===== src/rtl/ide_dec_pkg.sv =====
package ide_dec_pkg;

  localparam int NWIN   = 5;
  localparam int W_PCMD = 0;
  localparam int W_PCTL = 1;
  localparam int W_SCMD = 2;
  localparam int W_SCTL = 3;
  localparam int W_BM   = 4;

  typedef enum logic [1:0] {
    K_CMD  = 2'd0,
    K_CTL  = 2'd1,
    K_BM   = 2'd2,
    K_NONE = 2'd3
  } win_kind_e;

  function automatic logic size_legal(input logic [2:0] sz);
    return (sz == 3'd1) || (sz == 3'd2) || (sz == 3'd4);
  endfunction

endpackage


===== src/rtl/ide_base_regs.sv =====
module ide_base_regs
  import ide_dec_pkg::*;
#(
  parameter int ADDR_W = 16
) (
  input  logic                     clk,
  input  logic                     rst_n,
  input  logic [NWIN-1:0]          bar_we,
  input  logic [ADDR_W-1:0]        bar_val,
  output logic [NWIN*ADDR_W-1:0]   bases
);

  logic val_nz;
  assign val_nz = |bar_val;

  for (genvar i = 0; i < NWIN; i++) begin : g_base
    logic [ADDR_W-1:0] base_q;
    always_ff @(posedge clk) begin
      if (!rst_n)                 base_q <= '0;
      else if (bar_we[i] && val_nz) base_q <= bar_val;
    end
    assign bases[i*ADDR_W +: ADDR_W] = base_q;

    AST_BASE_ZERO_KEEP: assert property (@(posedge clk) disable iff (!rst_n)
      (bar_we[i] && bar_val == '0) |=> $stable(base_q));
  end

endmodule


===== src/rtl/ide_win_match.sv =====
module ide_win_match
  import ide_dec_pkg::*;
#(
  parameter int ADDR_W    = 16,
  parameter int CMD_SIZE  = 8,
  parameter int CTRL_SIZE = 4,
  parameter int BM_SIZE   = 16,
  parameter int OFF_W     = 4
) (
  input  logic [ADDR_W-1:0]      addr,
  input  logic [NWIN*ADDR_W-1:0] bases,
  output logic                   any_hit,
  output logic [2:0]             win,
  output logic [OFF_W-1:0]       off
);

  logic [NWIN-1:0]  hit;
  logic [OFF_W-1:0] rel [NWIN];

  for (genvar i = 0; i < NWIN; i++) begin : g_win
    localparam int SZ = (i == W_BM) ? BM_SIZE :
                        ((i == W_PCTL) || (i == W_SCTL)) ? CTRL_SIZE : CMD_SIZE;
    logic [ADDR_W-1:0] base;
    logic [ADDR_W:0]   lim;
    assign base   = bases[i*ADDR_W +: ADDR_W];
    assign lim    = {1'b0, base} + (ADDR_W+1)'(SZ);
    assign hit[i] = ({1'b0, addr} >= {1'b0, base}) && ({1'b0, addr} < lim);
    // offset fits OFF_W bits because the window size is at most 2**OFF_W
    assign rel[i] = addr[OFF_W-1:0] - base[OFF_W-1:0];
  end

  // descending scan: the lowest-numbered matching window is written last
  always_comb begin
    any_hit = 1'b0;
    win     = 3'd0;
    off     = '0;
    for (int i = NWIN-1; i >= 0; i--) begin
      if (hit[i]) begin
        any_hit = 1'b1;
        win     = 3'(i);
        off     = rel[i];
      end
    end
  end

endmodule


===== src/rtl/ide_chan_state.sv =====
module ide_chan_state (
  input  logic       clk,
  input  logic       rst_n,
  input  logic       sel_we,
  input  logic       sel_val,
  input  logic [1:0] present,
  output logic       sel_q,
  output logic       drive_ok
);

  logic eff_sel;

  always_ff @(posedge clk) begin
    if (!rst_n)      sel_q <= 1'b0;
    else if (sel_we) sel_q <= sel_val;
  end

  // a select write takes effect for its own access
  assign eff_sel  = sel_we ? sel_val : sel_q;
  assign drive_ok = present[eff_sel];

  AST_SEL_HOLD: assert property (@(posedge clk) disable iff (!rst_n)
    !sel_we |=> $stable(sel_q));
  AST_SEL_LOAD: assert property (@(posedge clk) disable iff (!rst_n)
    sel_we |=> (sel_q == $past(sel_val)));

endmodule


===== src/rtl/ide_io_decode.sv =====
module ide_io_decode
  import ide_dec_pkg::*;
#(
  parameter int ADDR_W    = 16,
  parameter int DATA_W    = 32,
  parameter int CMD_SIZE  = 8,
  parameter int CTRL_SIZE = 4,
  parameter int BM_SIZE   = 16,
  parameter int SEL_OFF   = 6,
  parameter int SEL_BIT   = 4,
  localparam int OFF_W    = $clog2(BM_SIZE),
  localparam int BM_HALF  = BM_SIZE / 2
) (
  input  logic                  clk,
  input  logic                  rst_n,
  input  logic                  io_en,
  input  logic                  bm_en,
  input  logic [NWIN-1:0]       cfg_bar_we,
  input  logic [ADDR_W-1:0]     cfg_bar_val,
  input  logic [3:0]            dev_present,
  input  logic                  req_valid,
  input  logic                  req_write,
  input  logic [ADDR_W-1:0]     req_addr,
  input  logic [2:0]            req_size,
  input  logic [DATA_W-1:0]     req_wdata,
  output logic                  rsp_valid,
  output logic [DATA_W-1:0]     rsp_rdata,
  output logic                  rsp_err,
  output logic [1:0]            chan_stb,
  output logic [1:0]            chan_kind,
  output logic                  chan_write,
  output logic [OFF_W-1:0]      chan_off,
  output logic [2:0]            chan_size,
  output logic [DATA_W-1:0]     chan_wdata,
  input  logic [2*DATA_W-1:0]   chan_rdata,
  output logic [1:0]            dev_sel
);

  logic [NWIN*ADDR_W-1:0] bases;
  logic                   any_hit;
  logic [2:0]             win;
  logic [OFF_W-1:0]       off_raw, off_adj;
  logic                   sz_ok, go, err_c, bm_hi, ch, bm_drop, fwd;
  win_kind_e              kind;
  logic [1:0]             sel_we, drv_ok;
  logic [DATA_W-1:0]      rd_mux;

  ide_base_regs #(.ADDR_W(ADDR_W)) u_bases (
    .clk(clk), .rst_n(rst_n), .bar_we(cfg_bar_we), .bar_val(cfg_bar_val),
    .bases(bases)
  );

  ide_win_match #(
    .ADDR_W(ADDR_W), .CMD_SIZE(CMD_SIZE), .CTRL_SIZE(CTRL_SIZE),
    .BM_SIZE(BM_SIZE), .OFF_W(OFF_W)
  ) u_match (
    .addr(req_addr), .bases(bases), .any_hit(any_hit), .win(win), .off(off_raw)
  );

  always_comb begin
    unique case (win)
      3'(W_PCMD), 3'(W_SCMD): kind = K_CMD;
      3'(W_PCTL), 3'(W_SCTL): kind = K_CTL;
      3'(W_BM):               kind = K_BM;
      default:                kind = K_NONE;
    endcase
  end

  assign sz_ok   = size_legal(req_size);
  assign go      = req_valid && sz_ok && io_en && any_hit;
  assign err_c   = req_valid && (!sz_ok || (io_en && !any_hit));
  assign bm_hi   = (kind == K_BM) && (off_raw >= OFF_W'(BM_HALF));
  assign ch      = (win == 3'(W_SCMD)) || (win == 3'(W_SCTL)) || bm_hi;
  assign off_adj = bm_hi ? off_raw - OFF_W'(BM_HALF) : off_raw;
  assign bm_drop = (kind == K_BM) && req_write && !bm_en;

  for (genvar c = 0; c < 2; c++) begin : g_chan
    assign sel_we[c] = go && req_write && (kind == K_CMD) && (ch == 1'(c)) &&
                       (off_adj == OFF_W'(SEL_OFF));
    ide_chan_state u_state (
      .clk(clk), .rst_n(rst_n), .sel_we(sel_we[c]),
      .sel_val(req_wdata[SEL_BIT]), .present(dev_present[2*c +: 2]),
      .sel_q(dev_sel[c]), .drive_ok(drv_ok[c])
    );
  end

  assign fwd        = go && !bm_drop && ((kind == K_BM) || drv_ok[ch]);
  assign chan_stb   = fwd ? (ch ? 2'b10 : 2'b01) : 2'b00;
  assign chan_kind  = kind;
  assign chan_write = req_write;
  assign chan_off   = off_adj;
  assign chan_size  = req_size;
  assign chan_wdata = req_wdata;
  assign rd_mux     = (fwd && !req_write) ? chan_rdata[ch*DATA_W +: DATA_W] : '0;

  always_ff @(posedge clk) begin
    if (!rst_n) begin
      rsp_valid <= 1'b0;
      rsp_err   <= 1'b0;
      rsp_rdata <= '0;
    end else begin
      rsp_valid <= req_valid;
      rsp_err   <= err_c;
      rsp_rdata <= rd_mux;
    end
  end

  AST_RSP_NEXT: assert property (@(posedge clk) disable iff (!rst_n)
    req_valid |=> rsp_valid);
  AST_RSP_IDLE: assert property (@(posedge clk) disable iff (!rst_n)
    !req_valid |=> !rsp_valid);
  AST_ONE_CHAN: assert property (@(posedge clk) disable iff (!rst_n)
    $onehot0(chan_stb));
  AST_IO_OFF_QUIET: assert property (@(posedge clk) disable iff (!rst_n)
    (req_valid && !io_en) |-> (chan_stb == 2'b00));
  AST_IO_OFF_NOERR: assert property (@(posedge clk) disable iff (!rst_n)
    (req_valid && !io_en && sz_ok) |=> !rsp_err);
  AST_BM_WR_DROP: assert property (@(posedge clk) disable iff (!rst_n)
    (req_valid && req_write && !bm_en && any_hit && win == 3'(W_BM))
      |-> (chan_stb == 2'b00));
  AST_BADSIZE_ERR: assert property (@(posedge clk) disable iff (!rst_n)
    (req_valid && !sz_ok) |=> rsp_err);

endmodule


===== config.mk =====
export PLATFORM = sky130hd
export DESIGN_NAME = ide_io_decode
export DESIGN_NICKNAME = d
export VERILOG_FILES = /design/src/rtl/ide_dec_pkg.sv /design/src/rtl/ide_base_regs.sv /design/src/rtl/ide_win_match.sv /design/src/rtl/ide_chan_state.sv /design/src/rtl/ide_io_decode.sv
export SDC_FILE = /design/constraint.sdc
export NUM_CORES = 1
export LEC_CHECK = 0
export ABC_AREA = 1
export ABC_CLOCK_PERIOD_IN_PS = 5830
export BUFFER_PORTS_ARGS = -buffer_cell sky130_fd_sc_hd__buf_2
export CAP_MARGIN = 10
export CORE_AREA = 2 2 117 203
export CTS_CLUSTER_DIAMETER = 100
export CTS_CLUSTER_SIZE = 12
export DETAILED_ROUTE_END_ITERATION = 8
export DIE_AREA = 0 0 119 205
export MAX_ROUTING_LAYER = met4
export PLACE_DENSITY = 0.67
export SLEW_MARGIN = 20
export SYNTH_ARGS = -nofsm -noshare
export SYNTH_HDL_FRONTEND = slang
export SYNTH_SLANG_ARGS = --single-unit

===== constraint.sdc =====
create_clock -name clk -period 5.83 [get_ports clk]
set_input_delay 1.166 -clock clk [delete_from_list [all_inputs] [get_ports clk]]
set_output_delay 1.166 -clock clk [all_outputs]
set_load 0.02 [all_outputs]

# --- After elaboration in Yosys (flattened, before gate mapping) ---
# Cells that the tools add are included.
word_totals:
  regBits: 116
  word_cells: 117
classes:
  reduce_logical: 44
  eq_ne: 9
  n_lt_le_gt_ge: 14
  n_shift: 1
  n_bitwise: 1
  muxes: 27
  addsub: 11
op_table:
  columns: ["op", "n"]
  rows:
  - ["$lt A16 B17 Y1", 5]
  - ["$ge A16 B16 Y1", 5]
  - ["$shiftx A64 B7 Y32", 1]
  - ["$add A16 B3 Y17 const B", 2]
  - ["$add A16 B4 Y17 const B", 2]
  - ["$logic_and A1 B1 Y1", 27]
  - ["$mux W4", 6]
  - ["$sub A4 B4 Y4", 5]
  - ["$add A16 B5 Y17 const B", 1]
  - ["$reduce_or A16 Y1", 1]
  - ["$mux W3", 5]
  - ["$mux W1", 13]
  - ["$eq A3 B2 Y1 const B", 3]
  - ["$eq A3 B1 Y1 const B", 2]
  - ["$eq A3 B3 Y1 const B", 2]
  - ["$logic_or A1 B1 Y1", 6]
  - ["$lt A1 B2 Y1 const B", 3]
  - ["$pmux W2 S3", 1]
  - ["$logic_not A1 Y1", 5]
  - ["$eq A4 B3 Y1 const B", 1]
  - ["$ge A4 B4 Y1 const B", 1]
  - ["$mux W2", 2]
  - ["$reduce_or A2 Y1", 2]
  - ["$sub A4 B4 Y4 const B", 1]
  - ["other kinds (5)", 5]

# --- Depth between registers and ports, before layout ---
depth:
  depth_word: 26
  ltp_mapped: 34

# --- Cells and area by module ---
# From an unflattened synthesis, not the netlist that was laid out.
unflattened:
  cells_unflattened: 1593
  hier_area_um2: 10621.4
modules_own_cells:
  columns: ["module", "seq_area_each_um2", "n_inst", "cells_per_inst", "area_each_um2"]
  rows:
  - ["ide_win_match", 0.0, 1, 811, 5293.8]
  - ["ide_base_regs", 1601.5, 1, 472, 3308.2]
  - ["ide_io_decode", 680.7, 1, 286, 1861.8]
  - ["ide_chan_state", 20.0, 2, 12, 78.8]

# --- Least setup slack after synthesis ---
# No wires, ideal clock.
synth_path:
  path_kind: "in2out"
  startpoint: "input req_addr[0]"
  endpoint: "output chan_stb[0]"
  n_path_buf: 0
  stages: 21
  arrival_ns: 3.909
  setup_slack_ns: 0.755
  path_cell_list: "inv_1 > ha_1 > inv_1 > fa_1 > nand3_1 > a21oi_1 > o21ai_0 > nand3_1 > nand3_4 > nand2_1 > a21oi_1 > nor2_1 > nand3_1 > nor2_1 > nand3_1 > nand2_1 > nand2_1 > nand3_1 > nand3_2 > nand2_1 > nor2_1"
synth_between:
  elab_chain_cells: 24
synth_rtl:
  columns: ["item", "line", "source"]
  rows:
  - ["from (decl)", "ide_io_decode.sv:23", "input logic [ADDR_W-1:0] req_addr,"]
  - ["$lt A16 B17 Y1 or $ge A16 B16 Y1 (tied branches)", "ide_win_match.sv:27", "assign hit[i] = ({1'b0, addr} >= {1'b0, base}) && ({1'b0, addr} < lim);"]
  - ["$logic_and A1 B1 Y1", "ide_win_match.sv:27", null]
  - ["$mux W3 (4 in series)", "ide_win_match.sv:38", "if (hit[i]) begin"]
  - ["$mux W3 *", "ide_win_match.sv:38", null]
  - ["$eq A3 B2 Y1, or another cell as far along", "ide_io_decode.sv:61", "unique case (win)"]
  - ["$reduce_or A2 Y1", "ide_io_decode.sv:61", null]
  - ["$pmux W2 S3 *", "ide_io_decode.sv:61", null]
  - ["named net chan_kind[0]", "ide_io_decode.sv:30", "output logic [1:0] chan_kind,"]
  - ["branches (longest 13 deep; another with $mux W4)", null, null]
  - ["$mux W2 *", "ide_io_decode.sv:88", "assign chan_stb = fwd ? (ch ? 2'b10 : 2'b01) : 2'b00;"]
  - ["to (decl)", "ide_io_decode.sv:29", "output logic [1:0] chan_stb,"]
# Mark *: on every way through the listed nets, which the timed path passes. The select of a mux whose other input is x is not followed.

# --- Worst setup path in the final report ---
layout_path:
  startpoint: "register u_bases.g_base[4].base_q[4]"
  endpoint: "output chan_stb[1]"
layout_between:
  elab_chain_cells: 25
layout_rtl:
  columns: ["item", "line", "source"]
  rows:
  - ["from (decl)", "ide_base_regs.sv:17", "logic [ADDR_W-1:0] base_q;"]
  - ["from (signal assigned)", "ide_base_regs.sv:20", "else if (bar_we[i] && val_nz) base_q <= bar_val;"]
  - ["$add A16 B5 Y17", "ide_win_match.sv:26", "assign lim = {1'b0, base} + (ADDR_W+1)'(SZ);"]
  - ["$lt A16 B17 Y1", "ide_win_match.sv:27", null]
  - ["$logic_and A1 B1 Y1 *", "ide_win_match.sv:27", null]
  - ["branches (longest 21 deep; another with $mux W4)", null, null]
  - ["$mux W2 *", "ide_io_decode.sv:88", null]
# Mark *: on every way between the ends. The select of a mux whose other input is x is not followed.

==> flow_summary.ini <==
[power_and_ir_drop]
p_leak_nw = 5.47
ir_drop_mv = 0.201
design_power_total_w = 0.00282
pwr_density_cell_nw_per_um2 = 237

[min_path]
hold_class = reg2reg
timing.hold.worst_endpoint = u_bases.g_base[2].base_q[2]$_SDFFE_PN0P_
worstHoldPathCells = 2
worst_hold_startpoint = u_bases.g_base[2].base_q[2]$_SDFFE_PN0P_

[yosys]
synth-async-reset-ratio_pct = 0
yosys.area_share.adder_pct = 20.0
synth-simple-area-share_pct = 24.2
synth_cell_types = 44
synth_seq_cells = 116
synth_xor_area_share_pct = 5.47
dominant_combinational_cell_family_by_area_after_synthesis = simple AND/OR/NAND/NOR gates
synth-edff-count = 0
synthesis.instances = 1322
synth_top_area_share_pct = 23.0
seq_area_frac_synth_pct = 23.0
yosys_most_used_dff = sky130_fd_sc_hd__dfxtp_1
ys_top_cells_by_area = sky130_fd_sc_hd__dfxtp_1, sky130_fd_sc_hd__ha_1, sky130_fd_sc_hd__a21oi_1
avgSynthCellArea_um2 = 7.62
synth-warning-count = 0
synthDominantAreaCellType = sky130_fd_sc_hd__dfxtp_1
syn_nets = 1626
fraction_of_synthesized_area_in_multiplexers_pct = 3.29
share_of_the_synthesized_area_in_compound_gates_ao_oa_aoi_oai_pct = 13.8
post_synthesis_cell_area_um2 = 10100

[timing]
clock.fmax_mhz = 179
fin_skew_ps = 9.34
final.period_utilization_pct = 95.6
finalSetupTns_ps = 0
rsz0062_at_grt = true
remaining_max_slew_budget_at_the_tightest_pin_pct = 33.0
setup-violations-final = 0
hold_violations = 0
number_of_max_slew_violations_in_the_final_report = 0
finalCriticalPeriod_ps = 5570
timing_worst_slew_pin_value_ps = 1000

[run_status]
outcome = finished, final reports clean

[worst_setup_path]
r2r-start = u_bases.g_base[4].base_q[4]$_SDFFE_PN0P_
path_common_cell = sky130_fd_sc_hd__nand3_1
max_stage_delay_ps = 370
timing.critical_path.to_type = output pin
worst-path-buf-inv = 5
crit_path_max_fanout = 4
reg2reg_depth = 29
rr_endpoint = rsp_rdata[30]$_SDFF_PN0_
crit_slowest_cell = sky130_fd_sc_hd__dfxtp_4
timing_worst_setup_path_type = reg2out
cp_data_arrival_time_ps = 4410
worst_path_dominant_cell_family = simple AND/OR/NAND/NOR gates
critPathLaunchType = flop
crit_required_ps = 4660
r2r_slack_ps = 1210

[placed_design]
gp_routability_congestion = 0.936
portBuffers = 163
placedCellCount = 1725
dp.final_hpwl_mm = 24.2

[route]
routedWlPerCell_um = 17.2
dr_iter_0_viols = 378
drc = 0
detailroute.via_count = 9499
vias_per_cell = 5.34
drt_wl_total_mm = 30.6
postRouteAntennaNets = 0
drt_pre_antenna_iters = 5

[finish]
layout_cell_share_with_drive_strength_beyond_1_pct = 25.4
area_growth_syn_to_layout_pct = 18.4
utilization_pct = 52.5
regArea_um2 = 2340
fillers = 2207
post_layout_nonfiller_instances = 1780
multi_input_comb_area_um2 = 7010
layout.cells.most_common_list = sky130_fd_sc_hd__nand2_1, sky130_fd_sc_hd__buf_2, sky130_fd_sc_hd__a21oi_1, sky130_fd_sc_hd__ha_1, sky130_fd_sc_hd__inv_1
antennaDiodeCount = 0
nNetsFinal = 1771
final_common_cell = sky130_fd_sc_hd__nand2_1

[floorplan]
placement_rows = 73
fp.dieH_um = 205
num_io_pins = 226
core_area_um2 = 22700
overall_die_area_um2 = 24400
die_width_um = 119
start_util_pct = 44.3

[clock_tree]
cts_tree = built
clock_insertion_delay_worst_skew_ps = 450
cts_root_buffer = sky130_fd_sc_hd__clkbuf_16
number_of_buffers_between_clock_root_and_the_deepest_sink = 2
cts_hold_buf = 0
cts_buffers = 17
clock_tree.htree_level_count = 4
clk_pin_slew_worst_paths_ps = 50
cts.sink_count = 116

[grt]
busiest_layer = met2
grt_pass1_vias = 9374
gr-usage-all-layers_pct = 25.6
leftover_overflow_at_the_end_of_global_routing = 0
met3_global_route_usage_pct = 3.45
global_route.usage.met2_pct = 48.7
antenna_found_initial = 0
grt_first_pass_wirelength_mm = 46.6
grt_util_met1_pct = 24.3
pin_count_of_the_biggest_net_entering_global_routing = 80

[job]
max-cap-violations = 0
-- repair_timing --
| action | in CTS | in global routing |
|---|---|---|
| buffers inserted | 0 | 20 |
| gates resized for setup | 5 | 76 |
| pin swaps | 0 | 36 |
| endpoints found under the setup margin | 2 | 2 |
| cloned | 0 | 3 |
-- metrics by stage --
step | hold slack (ps) | cell area [µm²] | worst slack, ps
floorplan | 433 | 10100 | 755
global placement | 447 | 10900 | 179
detailed placement | 456 | 10900 | 118
CTS | 465 | 11500 | 4.48
global route | 481 | 11900 | -43.9
finish | 460 | 11900 | 257
-- per-layer routing --
| metal | share of wire (%) | wire (µm) |
|---|---|---|
| met1 | 37 | 11200 |
| met5 | 0 | 0 |
| met2 | 54 | 16500 |
| met4 | 5.6 | 1700 |
| met3 | 3.9 | 1200 |
-- flip-flops by register name (all words and copies together) (netlist names) --
register,count
rsp_err,1
u_bases.g_base.base_q,80
rsp_valid,1
g_chan.u_state.sel_q,2
rsp_rdata,32
-- cells in the mapped netlist (all sizes together), types with 2 or more instances --
cell type and count:
xnor2 9, buf 47, o21ai 110, nand3 73, or2 3, fa 5
ha 153, inv 150, clkbuf 22, nand2 188, nor2 120, nor4 10
nand3b 6, nand4 34, nor3 23, clkinv 2, xor2 54, mux2i 32
dfxtp 116, a21oi 159
-- cell families after synthesis --
kind of cell,after synthesis
flops,116
xor+xnor,63
buf+inv,221
simple gates,458
compound gates,273
fa+ha+maj,158
mux,33
-- worst max path at each step --
stage,startpoint,to,slack (ps),cells after the start
after global placement,req_addr[0],chan_stb[1],180,25
after floorplan,req_addr[0],chan_stb[0],750,21
final,u_bases.g_base[4].base_q[4]$_SDFFE_PN0P_,chan_stb[1],260,28
after CTS,u_bases.g_base[4].base_q[4]$_SDFFE_PN0P_,chan_stb[0],4,30
after global routing,u_bases.g_base[4].base_q[4]$_SDFFE_PN0P_,chan_stb[1],-40,30
after detailed placement,req_addr[0],chan_stb[1],120,27
-- final cells by class --
type                            count  area share [%]
Multi-Input combinational cell    988            58.7
Sequential cell                   116            19.6
Timing Repair Buffer              192            8.84
Inverter                          152            4.82
Clock buffer                       21            3.94
Tap cell                          300            3.15
Clock inverter                     11           0.902
-- where the power goes --
part	internal, W	leakage (nW)	switching, W
Combinational	0.000340	4.22	0.000564
Clock	0.000654	0.292	0.000395
Sequential	0.000836	0.959	0.0000338
-- tightest hold or removal path: stages (launching register included) --
cell	delay [ps]
sky130_fd_sc_hd__dfxtp_1	290
sky130_fd_sc_hd__inv_1	60
sky130_fd_sc_hd__a21oi_1	60
(Power assumes the default switching activity.)
